<file path="config.mk">
export PLATFORM = sky130hd
export DESIGN_NAME = hvc_seq
export DESIGN_NICKNAME = d
export VERILOG_FILES = /design/src/rtl/hvc_pkg.sv /design/src/rtl/hvc_gate.sv /design/src/rtl/hvc_field_check.sv /design/src/rtl/hvc_seq.sv
export SDC_FILE = /design/constraint.sdc
export NUM_CORES = 1
export LEC_CHECK = 0
export BUFFER_PORTS_ARGS = -buffer_cell sky130_fd_sc_hd__buf_2
export CAP_MARGIN = 15
export CORE_UTILIZATION = 34
export CTS_CLUSTER_DIAMETER = 80
export DETAILED_ROUTE_END_ITERATION = 12
export GPL_ROUTABILITY_DRIVEN = 0
export HOLD_SLACK_MARGIN = 0.05
export PLACE_DENSITY = 0.76
export SYNTH_ARGS = -nofsm -noshare
export SYNTH_HDL_FRONTEND = slang
export SYNTH_SLANG_ARGS = --single-unit
</file>
<file path="constraint.sdc">
create_clock -name clk -period 1.75 [get_ports clk]
set_clock_uncertainty 0.2 [all_clocks]
set_input_delay 0.2625 -clock clk [delete_from_list [all_inputs] [get_ports clk]]
set_output_delay 0.2625 -clock clk [all_outputs]
set_load 0.05 [all_outputs]
</file>
<file path="src/rtl/hvc_pkg.sv">
package hvc_pkg;
    localparam int ERR_W = 5;
    localparam int PFX_W = 6;
    // prefix bits 0..2 fault, 3..5 are tolerated
    localparam logic [PFX_W-1:0] PFX_FAULT_MASK = 6'b000111;

    localparam logic [1:0] OPS_OUTSIDE = 2'b00;
    localparam logic [1:0] OPS_ROOT    = 2'b01;
    localparam logic [1:0] OPS_NONROOT = 2'b10;

    typedef enum logic [2:0] {
        OUT_NONE       = 3'd0,
        OUT_UD         = 3'd1,
        OUT_GP         = 3'd2,
        OUT_GUEST_EXIT = 3'd3,
        OUT_MON_EXIT   = 3'd4,
        OUT_FAIL_NOPTR = 3'd5,
        OUT_FAIL_CODE  = 3'd6,
        OUT_ACTIVATE   = 3'd7
    } outcome_e;

    localparam logic [ERR_W-1:0] ERR_ROOT_CALL = 5'd1;
    localparam logic [ERR_W-1:0] ERR_NOT_CLEAR = 5'd2;
    localparam logic [ERR_W-1:0] ERR_EXIT_CTL  = 5'd3;
    localparam logic [ERR_W-1:0] ERR_REVISION  = 5'd4;
    localparam logic [ERR_W-1:0] ERR_FEATURES  = 5'd5;

    typedef enum logic [1:0] {
        ST_IDLE    = 2'd0,
        ST_RD_REV  = 2'd1,
        ST_RD_FEAT = 2'd2
    } state_e;

    typedef struct packed {
        state_e           state;
        logic             done;
        outcome_e         outcome;
        logic [ERR_W-1:0] err;
    } seq_st_t;
endpackage

</file>
<file path="src/rtl/hvc_gate.sv">
module hvc_gate
    import hvc_pkg::*;
(
    input  logic [PFX_W-1:0] pfx,
    input  logic [1:0]       op_state,
    input  logic             v86_mode,
    input  logic             long_mode,
    input  logic             cs_64,
    input  logic [1:0]       cpl,
    input  logic             smm_active,
    input  logic             dual_sup,
    input  logic             mon_ctl_valid,
    input  logic             dual_active,
    input  logic             ptr_valid,
    input  logic             launch_clear,
    input  logic             exit_ctl_ok,
    output logic             decided,
    output outcome_e         verdict,
    output logic [ERR_W-1:0] verdict_err
);
    logic pfx_fault;
    logic mode_fault;
    logic mon_unusable;

    assign pfx_fault    = |(pfx & PFX_FAULT_MASK);
    assign mode_fault   = v86_mode || (long_mode && !cs_64);
    assign mon_unusable = smm_active || !dual_sup || !mon_ctl_valid;

    always_comb begin
        decided     = 1'b1;
        verdict     = OUT_NONE;
        verdict_err = '0;
        if (pfx_fault) begin
            verdict = OUT_UD;
        end else if (op_state == OPS_NONROOT) begin
            verdict = OUT_GUEST_EXIT;
        end else if (op_state != OPS_ROOT) begin
            verdict = OUT_UD;
        end else if (mode_fault) begin
            verdict = OUT_UD;
        end else if (cpl != 2'd0) begin
            verdict = OUT_GP;
        end else if (mon_unusable) begin
            if (ptr_valid) begin
                verdict     = OUT_FAIL_CODE;
                verdict_err = ERR_ROOT_CALL;
            end else begin
                verdict = OUT_FAIL_NOPTR;
            end
        end else if (dual_active) begin
            verdict = OUT_MON_EXIT;
        end else if (!ptr_valid) begin
            verdict = OUT_FAIL_NOPTR;
        end else if (!launch_clear) begin
            verdict     = OUT_FAIL_CODE;
            verdict_err = ERR_NOT_CLEAR;
        end else if (!exit_ctl_ok) begin
            verdict     = OUT_FAIL_CODE;
            verdict_err = ERR_EXIT_CTL;
        end else begin
            decided = 1'b0;
        end
    end
endmodule

</file>
<file path="src/rtl/hvc_field_check.sv">
module hvc_field_check #(
    parameter int              DATA_W       = 32,
    parameter logic [DATA_W-1:0] REV_ID       = 32'h0000_0A17,
    parameter logic [DATA_W-1:0] FEAT_ALLOWED = 32'h0000_0007
) (
    input  logic [DATA_W-1:0] word,
    input  logic              is_feat,
    output logic              word_ok
);
    logic rev_match;
    logic feat_clean;

    assign rev_match  = (word == REV_ID);
    assign feat_clean = ((word & ~FEAT_ALLOWED) == '0);
    assign word_ok    = is_feat ? feat_clean : rev_match;
endmodule

</file>
<file path="src/rtl/hvc_seq.sv">
module hvc_seq
    import hvc_pkg::*;
#(
    parameter int                DATA_W       = 32,
    parameter logic [DATA_W-1:0] REV_ID       = 32'h0000_0A17,
    parameter logic [DATA_W-1:0] FEAT_ALLOWED = 32'h0000_0007
) (
    input  logic              clk,
    input  logic              rst_n,
    input  logic              start,
    input  logic [5:0]        pfx,
    input  logic [1:0]        op_state,
    input  logic              v86_mode,
    input  logic              long_mode,
    input  logic              cs_64,
    input  logic [1:0]        cpl,
    input  logic              smm_active,
    input  logic              dual_sup,
    input  logic              mon_ctl_valid,
    input  logic              dual_active,
    input  logic              ptr_valid,
    input  logic              launch_clear,
    input  logic              exit_ctl_ok,
    output logic              rd_valid,
    output logic              rd_sel,
    input  logic              rd_ready,
    input  logic [DATA_W-1:0] rd_data,
    output logic              smm_hold,
    output logic              done,
    output logic [2:0]        outcome,
    output logic [4:0]        err_num
);
    seq_st_t          st_d, st_q;
    logic             gate_decided;
    outcome_e         gate_verdict;
    logic [ERR_W-1:0] gate_err;
    logic             word_ok;
    logic             in_read;

    hvc_gate u_gate (
        .pfx          (pfx),
        .op_state     (op_state),
        .v86_mode     (v86_mode),
        .long_mode    (long_mode),
        .cs_64        (cs_64),
        .cpl          (cpl),
        .smm_active   (smm_active),
        .dual_sup     (dual_sup),
        .mon_ctl_valid(mon_ctl_valid),
        .dual_active  (dual_active),
        .ptr_valid    (ptr_valid),
        .launch_clear (launch_clear),
        .exit_ctl_ok  (exit_ctl_ok),
        .decided      (gate_decided),
        .verdict      (gate_verdict),
        .verdict_err  (gate_err)
    );

    hvc_field_check #(
        .DATA_W      (DATA_W),
        .REV_ID      (REV_ID),
        .FEAT_ALLOWED(FEAT_ALLOWED)
    ) u_field (
        .word   (rd_data),
        .is_feat(st_q.state == ST_RD_FEAT),
        .word_ok(word_ok)
    );

    always_comb begin
        st_d         = st_q;
        st_d.done    = 1'b0;
        st_d.outcome = OUT_NONE;
        st_d.err     = '0;
        unique case (st_q.state)
            ST_IDLE: begin
                if (start) begin
                    if (gate_decided) begin
                        st_d.done    = 1'b1;
                        st_d.outcome = gate_verdict;
                        st_d.err     = gate_err;
                    end else begin
                        st_d.state = ST_RD_REV;
                    end
                end
            end
            ST_RD_REV: begin
                if (rd_ready) begin
                    if (word_ok) begin
                        st_d.state = ST_RD_FEAT;
                    end else begin
                        st_d.state   = ST_IDLE;
                        st_d.done    = 1'b1;
                        st_d.outcome = OUT_FAIL_CODE;
                        st_d.err     = ERR_REVISION;
                    end
                end
            end
            ST_RD_FEAT: begin
                if (rd_ready) begin
                    st_d.state = ST_IDLE;
                    st_d.done  = 1'b1;
                    if (word_ok) begin
                        st_d.outcome = OUT_ACTIVATE;
                    end else begin
                        st_d.outcome = OUT_FAIL_CODE;
                        st_d.err     = ERR_FEATURES;
                    end
                end
            end
            default: st_d.state = ST_IDLE;
        endcase
    end

    always_ff @(posedge clk) begin
        if (!rst_n) begin
            st_q <= '{state: ST_IDLE, done: 1'b0, outcome: OUT_NONE, err: '0};
        end else begin
            st_q <= st_d;
        end
    end

    assign in_read  = (st_q.state != ST_IDLE);
    assign rd_valid = in_read;
    assign smm_hold = in_read;
    assign rd_sel   = (st_q.state == ST_RD_FEAT);
    assign done     = st_q.done;
    assign outcome  = st_q.outcome;
    assign err_num  = st_q.err;
endmodule

</file>
==> results of run 1 <==
[area by class of cell]
cell class | instances | share of cell area (%)
multi-input cells | 63 | 40.7
repair buffers | 66 | 33.9
flip-flops and latches | 9 | 18.2
well taps | 25 | 3.11
clock buffers | 4 | 2.62
inverters | 4 | 1.49
[sequential cells by signal, summed over array words and instances (netlist names)]
name / cells
outcome: 3
err_num: 3
done: 1
st_q: 2
[kinds of logic (layout without fill, tap and decap cells)]
group,after synthesis,in the layout,synth area share (%)
buf+inv,13,74,12.4
other cells,1,2,0.561
simple gates,45,45,41.4
flops,9,9,27.0
compound gates,16,16,18.7
[power by group through the flow]
| stage | combinational (mW) | sequential, mW | clock [mW] |
|---|---|---|---|
| after floorplan | 0.0454 | 0.217 | 0 |
| after global placement | 0.112 | 0.213 | 0 |
| after detailed placement | 0.115 | 0.213 | 0 |
| after CTS | 0.116 | 0.208 | 0.169 |
| after global routing | 0.127 | 0.208 | 0.175 |
| final | 0.115 | 0.208 | 0.163 |
[critical path, cell delays in order, from the launching register on]
cell and delay, ns:
dfxtp_2 0.32, nand2b_4 0.14, or4_4 0.43, a211oi_4 0.29, a32oi_1 0.15, nor2_1 0.12
[synthesized netlist by cell type]
library cell	n	area [µm²]
nand2b_4	1	13.8
nor2_1	10	37.5
dfxtp_1	9	180
nand2_1	5	18.8
a32oi_1	1	8.76
inv_1	4	15.0
nor4_1	6	37.5
nor3_1	4	20.0
o22a_1	1	8.76
a21boi_0	1	7.51
a41oi_1	1	8.76
o21ai_0	4	20.0
nand3b_1	1	7.51
nor3b_1	2	15.0
and2_1	1	6.26
conb_1	1	3.75
o211a_1	1	10.0
and2b_2	1	8.76
nor2b_1	4	25.0
nand4_1	2	12.5
a211oi_4	1	20.0
a31oi_1	1	6.26
o21a_1	4	30.0
nand3_1	3	15.0
nor4b_2	2	30.0
and4_1	1	8.76
buf_4	9	67.6
a21oi_1	1	5.00
nand4b_1	1	8.76
or4_4	1	11.3
[per-stage QoR]
step	total power, mW	setup TNS, ns	worst slack, ns
5_1_grt	0.511	-0.0180	-0.0161
4_1_cts	0.493	0	0.0230
3_3_place_gp	0.325	0	0.0434
6_report	0.487	0	0.0306
3_5_place_dp	0.328	0	0.0373
2_1_floorplan	0.263	0	0.131
[worst paths after layout]
kind,to,depth (start not counted),slack (ns)
worst max register to register,outcome[0]$_SDFF_PN0_,5,0.03
worst min register to register,err_num[0]$_SDFF_PN0_,3,0.46
worst min-delay path,st_q[9]$_SDFFE_PN0P_,2,0.06
worst max-delay path,outcome[0]$_SDFF_PN0_,5,0.03
[what timing repair did]
action                                  4_1_cts  5_1_grt
endpoints found under the setup margin        0        3
gates resized for setup                       0        2
buffers inserted                              0        1
[layer usage]
layer / vias up / share of wire, % / track usage (%)
li1: 421 / - / -
met1: 353 / 42 / 18.5
met2: 38 / 49 / 31.1
met3: 5 / 6.8 / 5.88
met4: 0 / 1.6 / 8.82
met5: - / 0 / 0
==> metrics.yaml, run 1 <==
postCtsHoldBufs: 0
ir_worst_vdd_v: 0.000297
required_ns: 1.75
htreeDepth: 1
cts_buffers: 3
num-fill-cells: 171
vias: 817
p_comb_share_pct: 23.7
placed_cell_area_um2: 968
drtPass1Iterations: 4
drtAntennaViolNets: 0
die_w_um: 46.3
vias_per_cell: 4.78
period_share_pct: 98.3
cts_tree: "done"
clockBufferDepth: 2
seqPwrFrac_pct: 42.8
initial_core_util_pct: 37.5
p_sw_mw: 0.133
cp-start-kind: "flip-flop"
grt_usage_pct: 17.7
hold_viol_final: 0
wl_um: 1780
fin_util_pct: 56.4
finalNonFillerCells: 171
antenna_found_initial: 0
cap_violations: 0
dp.cells: 166
numPortBuffers: 62
antenna_cells: 0
rows: 15
dieHeight_um: 46.3
syn_avg_cell_area_um2: 7.95
intPower_mw: 0.353
power_density_nw_per_um2: 484
setup_viol: 0
mostFrequentLayoutCell: "buf_2"
grt.overflow.total: 0
ys_seq_area_share_pct: 27.0
drv_slew: 0
clk_pin_slew_ns: 0.06
crit_arrival_ns: 1.72
pin_count: 68
hpwl_um: 1530
cts_sinks: 9
p_sw_share_pct: 27.4
hp-start: "rst_n"
yosys_register_bits: 9
drc: 0
min_path_type: "in -> reg"
clock-root-buffer: "clkbuf_4"
layout_common_cells: "buf_2, nor2_1, dfxtp_1"
area_growth_pct: 50.4
register_area_um2: 183
leakagePower_nw: 0.505
synth_cells: 84
cp-startpoint: "st_q[9]$_SDFFE_PN0P_"
core_area_um2: 1780
outcome: "completed"
worstSetupEndpointType: "flip-flop"
grt_pass1_wl_um: 2700
dieArea_um2: 2150
fmax_mhz: 582
netlist_area_um2: 668
fin_area_um2: 1000
drive_above_1_share_pct: 52.7
crit_type: "reg -> reg"
grt_pass1_vias: 727
r2r_start: "st_q[9]$_SDFFE_PN0P_"
clk_latency_ns: 0.27
drtIter0Drc: 20
path_max_fanout: 4
finalHoldWorstSlack_ns: 0.0636
synth_cell_types: 30
min_period_ns: 1.72
grt_max_degree: 7
avgRoutedWirePerCell_um: 10.4
multi_input_area_um2: 409
clkPwrFrac_pct: 33.5
yosys_warnings: 0
rsz0062_at_grt: "true"
nNetsFinal: 203
Note: power is estimated with default switching activity, not from simulation.
==> run 2: changes to the inputs <==
--- a/config.mk
+++ b/config.mk
@@ -13,6 +13,7 @@
 export GPL_ROUTABILITY_DRIVEN = 0
 export HOLD_SLACK_MARGIN = 0.05
 export PLACE_DENSITY = 0.76
+export SETUP_SLACK_MARGIN = 0.3
 export SYNTH_ARGS = -nofsm -noshare
 export SYNTH_HDL_FRONTEND = slang
 export SYNTH_SLANG_ARGS = --single-unit
==> run 2 against run 1 <==
  * First-iteration DRC count is 20% higher
  * Die area unchanged
  * Flip-flop and latch count stayed put
  * Fmax grew 0.15%
  * Routed wire length up 10%
  * Register-to-register slack about the same
  * Critical endpoint unchanged
  * Largest cell class unchanged
  * Largest power group unchanged
==> metrics.yaml, run 2 (synthesized netlist as in run 1, its figures left out) <==
outcome: "completed"
grt_max_degree: 7
leakagePower_nw: 0.523
min_period_ns: 1.72
hold_viol_final: 0
setup_viol: 0
postCtsHoldBufs: 0
min_path_type: "in -> reg"
power_density_nw_per_um2: 455
r2r_setup_slack_ns: 0.03
required_ns: 1.75
power_mw: 0.486
path_max_fanout: 4
initial_core_util_pct: 37.5
vias_per_cell: 4.86
clock-root-buffer: "clkbuf_4"
drtIter0Drc: 24
finalHoldWorstSlack_ns: 0.0610
antenna_cells: 0
critPathMaxStageDelay_ns: 0.43
ir_worst_vdd_v: 0.000286
area_growth_pct: 59.9
numPortBuffers: 62
cp-start-kind: "flip-flop"
grt_pass1_vias: 787
core_area_um2: 1780
dp.cells: 165
avgRoutedWirePerCell_um: 11.2
fin_area_um2: 1070
hp-start: "rst_n"
critPathSlowestCell: "or4_4"
cts_sinks: 9
hold_depth: 2
grt_usage_pct: 19.6
rsz0062_at_grt: "true"
ff2ff_path_depth: 5
worst_pin_slew_ns: 0.497
crit_arrival_ns: 1.72
placed_cell_area_um2: 962
period_share_pct: 98.1
mostFrequentLayoutCell: "buf_2"
clk_latency_ns: 0.26
die_w_um: 46.3
fin_util_pct: 59.9
cap_violations: 0
hpwl_um: 1550
pin_count: 68
clockBufferDepth: 2
drv_slew: 0
vias: 851
antenna_found_initial: 0
rows: 15
crit_type: "reg -> reg"
cts_buffers: 3
path_buf_inv: 0
dieArea_um2: 2150
worstHoldEndpoint: "st_q[9]$_SDFFE_PN0P_"
fmax_mhz: 582
critical_path.top_delay_family: "simple AND/OR/NAND/NOR gates"
layout_common_cells: "buf_2, nor2_1, buf_4"
wl_um: 1970
grt.overflow.total: 0
drive_above_1_share_pct: 57.3
cts_tree: "done"
num-fill-cells: 179
drtAntennaViolNets: 0
nNetsFinal: 207
r2r_start: "st_q[9]$_SDFFE_PN0P_"
finalNonFillerCells: 175
maxSlewHeadroom_pct: 66.6
drc: 0
crit_chain: "nand2b_4 -> or4_4 -> a211oi_4 -> a32oi_1 -> nor2_1"
dieHeight_um: 46.3
worstSetupEndpointType: "flip-flop"
grt_pass1_wl_um: 3020
r2r_end: "outcome[0]$_SDFF_PN0_"
drtPass1Iterations: 4
htreeDepth: 1
clk_pin_slew_ns: 0.07
run 2: cell types whose count changed in the layout (fill, tap and decap cells not counted), sizes merged:
cell / delta
buf: +4
run 2: how the worst max path moves through the flow:
| stage | startpoint | end | slack, ns | depth (start not counted) |
|---|---|---|---|---|
| after floorplan | st_q[9]$_SDFFE_PN0P_ | err_num[0]$_SDFF_PN0_ | 0.14 | 5 |
| after global placement | rd_data[4] | err_num[0]$_SDFF_PN0_ | 0.05 | 5 |
| after detailed placement | rd_data[4] | outcome[0]$_SDFF_PN0_ | 0.006 | 5 |
| after CTS | st_q[9]$_SDFFE_PN0P_ | outcome[0]$_SDFF_PN0_ | 0.04 | 5 |
| after global routing | st_q[9]$_SDFFE_PN0P_ | outcome[0]$_SDFF_PN0_ | -0.04 | 5 |
| final | st_q[9]$_SDFFE_PN0P_ | outcome[0]$_SDFF_PN0_ | 0.03 | 5 |
run 2: metrics by stage:
step | setup slack (ns) | setup TNS, ns
after global placement | 0.0499 | 0
after floorplan | 0.136 | 0
after global routing | -0.0360 | -0.0698
after detailed placement | 0.00580 | 0
after CTS | 0.0436 | 0
final | 0.0331 | 0
run 2: what timing repair did:
item | CTS | global route
setup endpoints to repair | 10 | 12
pin swaps | 5 | 4
gates resized for setup | 8 | 4
setup buffers | 5 | 1
run 2: metal layers:
| metal | track usage, % | part of all wire [%] |
|---|---|---|
| met1 | 19.2 | 38 |
| met2 | 37.5 | 53 |
| met3 | 5.88 | 7.2 |
| met4 | 7.06 | 1.7 |
| met5 | 0 | 0 |
run 2: cell type report:
cell class              instances  area, µm²  area share [%]
repair buffers                 70        389            36.4
multi-input cells              63        422            39.5
inverters                       4       17.5            1.64
clock buffers                   4       26.3            2.46
well taps                      25       31.3            2.93
flip-flops and latches          9        183            17.1
run 2: power breakdown:
| part | total (mW) | switching [mW] | internal [mW] |
|---|---|---|---|
| Sequential | 0.208 | 0.000486 | 0.208 |
| Clock | 0.159 | 0.0717 | 0.0877 |
| Combinational | 0.118 | 0.0599 | 0.0583 |
| Total | 0.486 | 0.132 | 0.353 |
